$ cat src/rtl/ivt_pkg.sv
`timescale 1ns/1ps
package ivt_pkg;

  typedef enum logic [1:0] {
    SRC_FAST = 2'b00,
    SRC_SLOW = 2'b01,
    SRC_PIN  = 2'b10,
    SRC_ALT  = 2'b11
  } ivt_src_e;

  typedef enum logic [1:0] {
    WAVE_T0    = 2'b00,
    WAVE_T1    = 2'b01,
    WAVE_FRZ_A = 2'b10,
    WAVE_FRZ_B = 2'b11
  } ivt_wave_e;

  // bit 7: timer 1 hold, 6:5 timer 1 source, 4: timer 0 hold,
  // 3:2 timer 0 source, 1:0 wave source
  typedef struct packed {
    logic      t1_hold;
    ivt_src_e  t1_src;
    logic      t0_hold;
    ivt_src_e  t0_src;
    ivt_wave_e wave_src;
  } ivt_mode_t;

  function automatic logic uses_divider(ivt_src_e s);
    return (s == SRC_FAST) || (s == SRC_SLOW);
  endfunction

  function automatic logic pick_step(ivt_src_e s, logic pre, logic pin, logic alt);
    logic r;
    case (s)
      SRC_FAST, SRC_SLOW: r = pre;
      SRC_PIN:            r = pin;
      default:            r = alt;
    endcase
    return r;
  endfunction

endpackage

$ cat src/rtl/ivt_prescale.sv
`timescale 1ns/1ps
module ivt_prescale #(
  parameter int DIV_FAST = 12,
  parameter int DIV_SLOW = 384
) (
  input  logic clk,
  input  logic rst,
  input  logic run,
  input  logic slow,
  output logic tick
);
  localparam int ACC_W = $clog2(DIV_SLOW) + 1;

  logic [ACC_W-1:0] acc_q;
  logic [ACC_W-1:0] acc_inc;
  logic [ACC_W-1:0] divisor;

  always_comb begin
    acc_inc = acc_q + 1'b1;
    divisor = slow ? ACC_W'(DIV_SLOW) : ACC_W'(DIV_FAST);
    tick    = run && (acc_inc >= divisor);
  end

  // residue is kept: on a tick only the divisor is removed
  always_ff @(posedge clk) begin
    if (rst)
      acc_q <= '0;
    else if (run)
      acc_q <= tick ? (acc_inc - divisor) : acc_inc;
  end
endmodule

$ cat src/rtl/ivt_edge_sync.sv
`timescale 1ns/1ps
module ivt_edge_sync #(
  parameter int STAGES = 2
) (
  input  logic clk,
  input  logic rst,
  input  logic pin,
  output logic rise
);
  logic [STAGES-1:0] sync_q;
  logic              last_q;

  always_ff @(posedge clk) begin
    if (rst) begin
      sync_q <= '0;
      last_q <= 1'b0;
    end else begin
      sync_q <= {sync_q[STAGES-2:0], pin};
      last_q <= sync_q[STAGES-1];
    end
  end

  assign rise = sync_q[STAGES-1] & ~last_q;
endmodule

$ cat src/rtl/ivt_count_unit.sv
`timescale 1ns/1ps
module ivt_count_unit #(
  parameter int W = 8
) (
  input  logic         clk,
  input  logic         rst,
  input  logic         hold,
  input  logic         step,
  input  logic [W-1:0] limit,
  output logic         match,
  output logic [W-1:0] value
);
  logic [W-1:0] value_q;
  logic [W-1:0] nxt;

  always_comb begin
    nxt   = value_q + 1'b1;
    match = step && !hold && (nxt == limit);
  end

  always_ff @(posedge clk) begin
    if (rst || hold)
      value_q <= '0;
    else if (step)
      value_q <= match ? '0 : nxt;
  end

  assign value = value_q;
endmodule

$ cat src/rtl/twin_interval_timer.sv
`timescale 1ns/1ps
module twin_interval_timer
  import ivt_pkg::*;
#(
  parameter int CNT_W       = 8,
  parameter int DIV_FAST    = 12,
  parameter int DIV_SLOW    = 384,
  parameter int SYNC_STAGES = 2
) (
  input  logic             clk,
  input  logic             rst,
  input  logic             mode_we,
  input  logic [7:0]       mode_wdata,
  input  logic             cmp0_we,
  input  logic [CNT_W-1:0] cmp0_wdata,
  input  logic             cmp1_we,
  input  logic [CNT_W-1:0] cmp1_wdata,
  input  logic             ext_in,
  input  logic             t0_flag_clr,
  input  logic             t1_flag_clr,
  output logic             t0_flag,
  output logic             t1_flag,
  output logic             wave_out
);
  localparam int NUM_TMR = 2;

  ivt_mode_t          mode_q;
  logic [CNT_W-1:0]   cmp0_q;
  logic [CNT_W-1:0]   cmp1_q;

  always_ff @(posedge clk) begin
    if (rst) begin
      mode_q <= '0;
      cmp0_q <= '0;
      cmp1_q <= '0;
    end else begin
      if (mode_we) mode_q <= ivt_mode_t'(mode_wdata);
      if (cmp0_we) cmp0_q <= cmp0_wdata;
      if (cmp1_we) cmp1_q <= cmp1_wdata;
    end
  end

  logic pin_rise;

  ivt_edge_sync #(.STAGES(SYNC_STAGES)) u_sync (
    .clk  (clk),
    .rst  (rst),
    .pin  (ext_in),
    .rise (pin_rise)
  );

  // per-timer prescaler control
  logic [NUM_TMR-1:0] hold;
  logic [NUM_TMR-1:0] pre_run;
  logic [NUM_TMR-1:0] pre_slow;
  logic [NUM_TMR-1:0] pre_tick;

  always_comb begin
    hold[0]     = mode_q.t0_hold;
    hold[1]     = mode_q.t1_hold;
    pre_run[0]  = !hold[0] && uses_divider(mode_q.t0_src);
    pre_run[1]  = !hold[1] && uses_divider(mode_q.t1_src);
    pre_slow[0] = (mode_q.t0_src == SRC_SLOW);
    pre_slow[1] = (mode_q.t1_src == SRC_SLOW);
  end

  for (genvar i = 0; i < NUM_TMR; i++) begin : g_pre
    ivt_prescale #(.DIV_FAST(DIV_FAST), .DIV_SLOW(DIV_SLOW)) u_pre (
      .clk  (clk),
      .rst  (rst),
      .run  (pre_run[i]),
      .slow (pre_slow[i]),
      .tick (pre_tick[i])
    );
  end

  // timer 0: the alternate code means stopped
  logic             t0_step;
  logic             t0_hit;
  logic [CNT_W-1:0] t0_value;

  assign t0_step = pick_step(mode_q.t0_src, pre_tick[0], pin_rise, 1'b0);

  ivt_count_unit #(.W(CNT_W)) u_cnt0 (
    .clk   (clk),
    .rst   (rst),
    .hold  (hold[0]),
    .step  (t0_step),
    .limit (cmp0_q),
    .match (t0_hit),
    .value (t0_value)
  );

  // timer 1: the alternate code chains it to timer 0 matches
  logic             t1_step;
  logic             t1_hit;
  logic [CNT_W-1:0] t1_value;

  assign t1_step = pick_step(mode_q.t1_src, pre_tick[1], pin_rise, t0_hit);

  ivt_count_unit #(.W(CNT_W)) u_cnt1 (
    .clk   (clk),
    .rst   (rst),
    .hold  (hold[1]),
    .step  (t1_step),
    .limit (cmp1_q),
    .match (t1_hit),
    .value (t1_value)
  );

  // request flags: a new match wins over a clear
  logic [NUM_TMR-1:0] hit;
  logic [NUM_TMR-1:0] clr;
  logic [NUM_TMR-1:0] flag_q;

  assign hit = {t1_hit, t0_hit};
  assign clr = {t1_flag_clr, t0_flag_clr};

  always_ff @(posedge clk) begin
    if (rst)
      flag_q <= '0;
    else
      flag_q <= hit | (flag_q & ~clr);
  end

  // wave output toggle
  logic wave_q;

  always_ff @(posedge clk) begin
    if (rst)
      wave_q <= 1'b0;
    else begin
      case (mode_q.wave_src)
        WAVE_T0: if (hit[0]) wave_q <= ~wave_q;
        WAVE_T1: if (hit[1]) wave_q <= ~wave_q;
        default: ;
      endcase
    end
  end

  assign t0_flag  = flag_q[0];
  assign t1_flag  = flag_q[1];
  assign wave_out = wave_q;
endmodule

$ cat config.mk
export PLATFORM = sky130hd
export DESIGN_NAME = twin_interval_timer
export DESIGN_NICKNAME = d
export VERILOG_FILES = /design/src/rtl/ivt_pkg.sv /design/src/rtl/ivt_prescale.sv /design/src/rtl/ivt_edge_sync.sv /design/src/rtl/ivt_count_unit.sv /design/src/rtl/twin_interval_timer.sv
export SDC_FILE = /design/constraint.sdc
export NUM_CORES = 1
export LEC_CHECK = 0
export BUFFER_PORTS_ARGS = -buffer_cell sky130_fd_sc_hd__buf_2
export CELL_PAD_IN_SITES_DETAIL_PLACEMENT = 1
export CELL_PAD_IN_SITES_GLOBAL_PLACEMENT = 2
export CORE_ASPECT_RATIO = 1.5
export CORE_MARGIN = 2
export CORE_UTILIZATION = 40
export CTS_CLUSTER_SIZE = 30
export DETAILED_ROUTE_END_ITERATION = 6
export PLACE_DENSITY_LB_ADDON = 0.1
export SYNTH_ARGS = -nofsm -noshare
export SYNTH_HDL_FRONTEND = slang
export SYNTH_HIERARCHICAL = 1
export SYNTH_SLANG_ARGS = --single-unit
export TNS_END_PERCENT = 5
$ cat constraint.sdc
create_clock -name clk -period 10.3 [get_ports clk]
set_input_delay 2.06 -clock clk [delete_from_list [all_inputs] [get_ports clk]]
set_output_delay 2.06 -clock clk [all_outputs]
set_load 0.02 [all_outputs]
==> metrics.txt <==
status=completed; endpoints failing hold=0; Critical Path End Type=flop; fmax=0.134 GHz; fin worst setup slack=2.85 ns; Setup WS pre-CTS=2.85 ns; first-pass GRT wire length=20500 µm; row count=47; depth of the CTS H-tree=3; postcts setup bufs=0; Die X-Extent=90.3 µm; Routed wire per std cell=17.0 µm; Critical Path Source Type=flop; fin. max-slew vios=0; share of cells above drive strength 1=14.1%; number of flops mapped to enable cells by yosys=0; Antenna Nets Post-Route=0; initial antenna violation count=0; CP Capture Point=wave_out$_SDFFE_PP0P_; Final Skew=0.00677 ns; Clock Path Buffers=2; number of synthesized register bits=66; WP buf/inv=1; max-cap violation count=0; Cell Area, Placed=0.00470 mm²; pwr dens=235 mW/mm²; CP most frequent cell=nand2_1; hold_ws=0.444 ns; Initial Utilization=40.7%; Worst Max-Slew Pin Slew=0.980 ns; Synth Net Count=578; RSZ-0062 raised after global routing=no; Crit path arrival time=7.70 ns; vias in the first global route=4230; met2 Resource Use GR=40.2%; Hold/Removal Path Class=reg -> reg; ys flop type=dfxtp_1; met3 usage=3.22%; Post-Syn Instances=530; First-pass DRT Iterations=4; TritonCTS clock tree=built; worst-case reg-to-reg path depth=23; Slowest cell on crit path=o21ai_0; Max-slew headroom=33.9%; Critical Path Start=g_pre[0].u_pre/acc_q[0]$_SDFFE_PP0P_; CP peak stage delay=0.75 ns; Peak supply drop=0.000101 V; Remaining Overflow, GRT=0; Total Routing Usage GR=21.0%; endpoints failing setup=0; mapped cell area=0.00447 mm²; CTS buffer count=9; Worst path depth=23; Critical Path Fanout Max=11; Placed Cells incl. Taps=687; CP required=10.55 ns; Port-buffer cells=34; CP delay by family, top=compound AO/OA/AOI/OAI gates; LEAKAGE=1.99 nW; Worst-Skew Late Latency=0.33 ns; post-synth top area cell=dfxtp_1; Reg-to-Reg Start=g_pre[0].u_pre/acc_q[0]$_SDFFE_PP0P_; cts repair resizes=0; setup tns final=0 ns; DRT Wirelength=11900 µm; final period utilization=72.3%; Area Overhead vs Synth=11.5%; Synth top area share=29.5%; GRT met1 Usage=23.2%; CTS clk-pin slew, worst paths=0.06 ns; ys async rst share=0%; YS warnings=6; post-route insts no fill=702; syn_area_per_cell=8.44 µm²; reg2reg end=wave_out$_SDFFE_PP0P_; final instance area=0.00498 mm²; GR peak layer=met2; ANT cells=0; CTS root buffer=clkbuf_16; # hold bufs at CTS=0; Ports=35; min Tclk post-route=7.45 ns; die area=0.0121 mm²; vias after detailed routing=3911; largest net degree at the start of global routing=62; WS Path Type=reg -> reg; Final nets=599; Via density=5.57; sequential element share of the synthesized area=29.5%; top cells by area, synth=dfxtp_1 30%, mux2i_1 7.6%, nor2_1 5.8%, xnor2_1 4.7%, xor2_1 4.3%; Sink Count=66; Die Y=133 µm; Filler cells=1344; post-synth cell types=73; worst path cell trace=ha_1 > xnor2_1 > ha_1 > fa_1 > nand4b_1 > nor4_1 > a311oi_1 > nand2_1 > nand2_1 > and2_1 > inv_1 > o21ai_0 > nor4b_1 > nand2_1 > a2111oi_4 > mux2i_1 > a21oi_1 > nor4b_1 > nand2_1 > a2111oi_4 > mux2i_1 > or3_1 > a21oi_1; routability cong.=0.905; Final HPWL DP=9060 µm; Core Area=0.0110 mm²; worst reg2reg setup slack=2.85 ns; Post-route DRC=0; drt initial violations=95
[how the worst min path moves through the flow]
stage	startpoint	end	slack, ns	cells after the start
after global routing	u_sync/sync_q[0]$_SDFF_PP0_	u_sync/sync_q[1]$_SDFF_PP0_	0.48	1
after floorplan	u_sync/sync_q[0]$_SDFF_PP0_	u_sync/sync_q[1]$_SDFF_PP0_	0.41	1
after CTS	u_sync/sync_q[0]$_SDFF_PP0_	u_sync/sync_q[1]$_SDFF_PP0_	0.45	1
after detailed placement	u_sync/sync_q[0]$_SDFF_PP0_	u_sync/sync_q[1]$_SDFF_PP0_	0.43	1
final	u_sync/sync_q[0]$_SDFF_PP0_	u_sync/sync_q[1]$_SDFF_PP0_	0.44	1
after global placement	u_sync/sync_q[0]$_SDFF_PP0_	u_sync/sync_q[1]$_SDFF_PP0_	0.44	1
[report_power, final]
part / total, mW / switching [mW] / internal, mW
combinational: 0.508 / 0.297 / 0.211
clock: 0.303 / 0.111 / 0.192
sequential: 0.360 / 0.0634 / 0.297
[layout make-up]
cell class / instances / area [µm²] / share of cell area [%]
multi-input cells: 422 / 2940 / 59.1
flip-flops and latches: 66 / 1320 / 26.5
clock inverters: 3 / 40.0 / 0.803
inverters: 15 / 56.3 / 1.13
repair buffers: 37 / 193 / 3.87
well taps: 147 / 184 / 3.69
clock buffers: 12 / 246 / 4.94
[metrics by stage]
step	util (%)	power, mW
after global routing	45.3	1.26
after floorplan	-	0.752
after detailed placement	42.7	0.873
after global placement	42.7	0.857
after CTS	45.3	1.18
final	45.3	1.17
[layout by cell type, fill, tap and decap left out, types with 3 or more instances in the layout]
cell / instances
a21oi_1: 16
nor3_1: 22
a21o_1: 4
nor3b_1: 4
dfxtp_1: 66
nor2b_1: 12
xor2_1: 22
o21a_1: 3
o21ai_0: 10
nand2_1: 36
nand3b_1: 10
nand4_1: 15
nand3_1: 24
o21ai_1: 5
clkbuf_16: 9
and3_1: 5
nand2b_1: 6
and2_1: 7
or2_2: 4
mux2i_1: 34
buf_4: 3
buf_2: 34
a311oi_1: 3
inv_1: 15
a32oi_1: 3
xnor2_1: 24
ha_1: 14
a211o_1: 3
or3_1: 3
o211ai_1: 5
nor2_1: 69
a31oi_1: 7
[state kept, by name, summed over array words and instances (netlist names)]
name and flops:
u_cnt0/value 8, mode_q 6, hold 2, g_pre.u_pre/acc_q 20, u_sync/last_q 1, u_cnt1/value 8, cmp0_q 8, flag_q 2
u_sync/sync_q 2, cmp1_q 8, wave_out 1
[cell usage after synthesis (3+ instances only)]
master     n
nor2_1    69
or3_1      3
a21oi_1   16
nand3b_1  10
nand4_1   15
and3_1     5
inv_1     15
buf_6      4
a311oi_1   3
nand2b_1   6
mux2i_1   34
clkbuf_1   8
xor2_1    22
ha_1      14
dfxtp_1   66
nor2b_1   12
nor3_1    22
a32oi_1    3
or2_2      4
o21a_1     3
o21ai_0   10
nand3_1   24
a31oi_1    7
o211ai_1   5
xnor2_1   24
a211o_1    3
and2_1     7
buf_2     12
nor3b_1    4
a21o_1     4
o21ai_1    5
nand2_1   36
[worst reg2reg max path: stages, from the launching register on]
cell	delay [ns]
dfxtp_1	0.50
ha_1	0.40
xnor2_1	0.11
ha_1	0.22
fa_1	0.46
nand4b_1	0.14
nor4_1	0.06
a311oi_1	0.41
nand2_1	0.24
nand2_1	0.26
and2_1	0.17
inv_1	0.03
o21ai_0	0.75
nor4b_1	0.32
nand2_1	0.13
a2111oi_4	0.66
mux2i_1	0.18
a21oi_1	0.63
nor4b_1	0.32
nand2_1	0.14
a2111oi_4	0.59
mux2i_1	0.18
or3_1	0.33
a21oi_1	0.14
[per-layer routing]
metal  vias up  wire length (µm)
li1       1940                 -
met4         0               198
met3        16               208
met5         -                 0
met2        36              6510
met1      1919              5000
[cells by family after synthesis]
family                   after synthesis  share of synthesized area, %
AO/OA/AOI/OAI                         87                          15.2
XOR/XNOR                              46                          9.01
flip-flops                            66                          29.5
buffers and inverters                 42                          4.62
AND/OR/NAND/NOR                      236                          28.3
multiplexers                          37                          8.53
adder cells (fa/ha/maj)               16                          4.81
(Power assumes the default switching activity.)
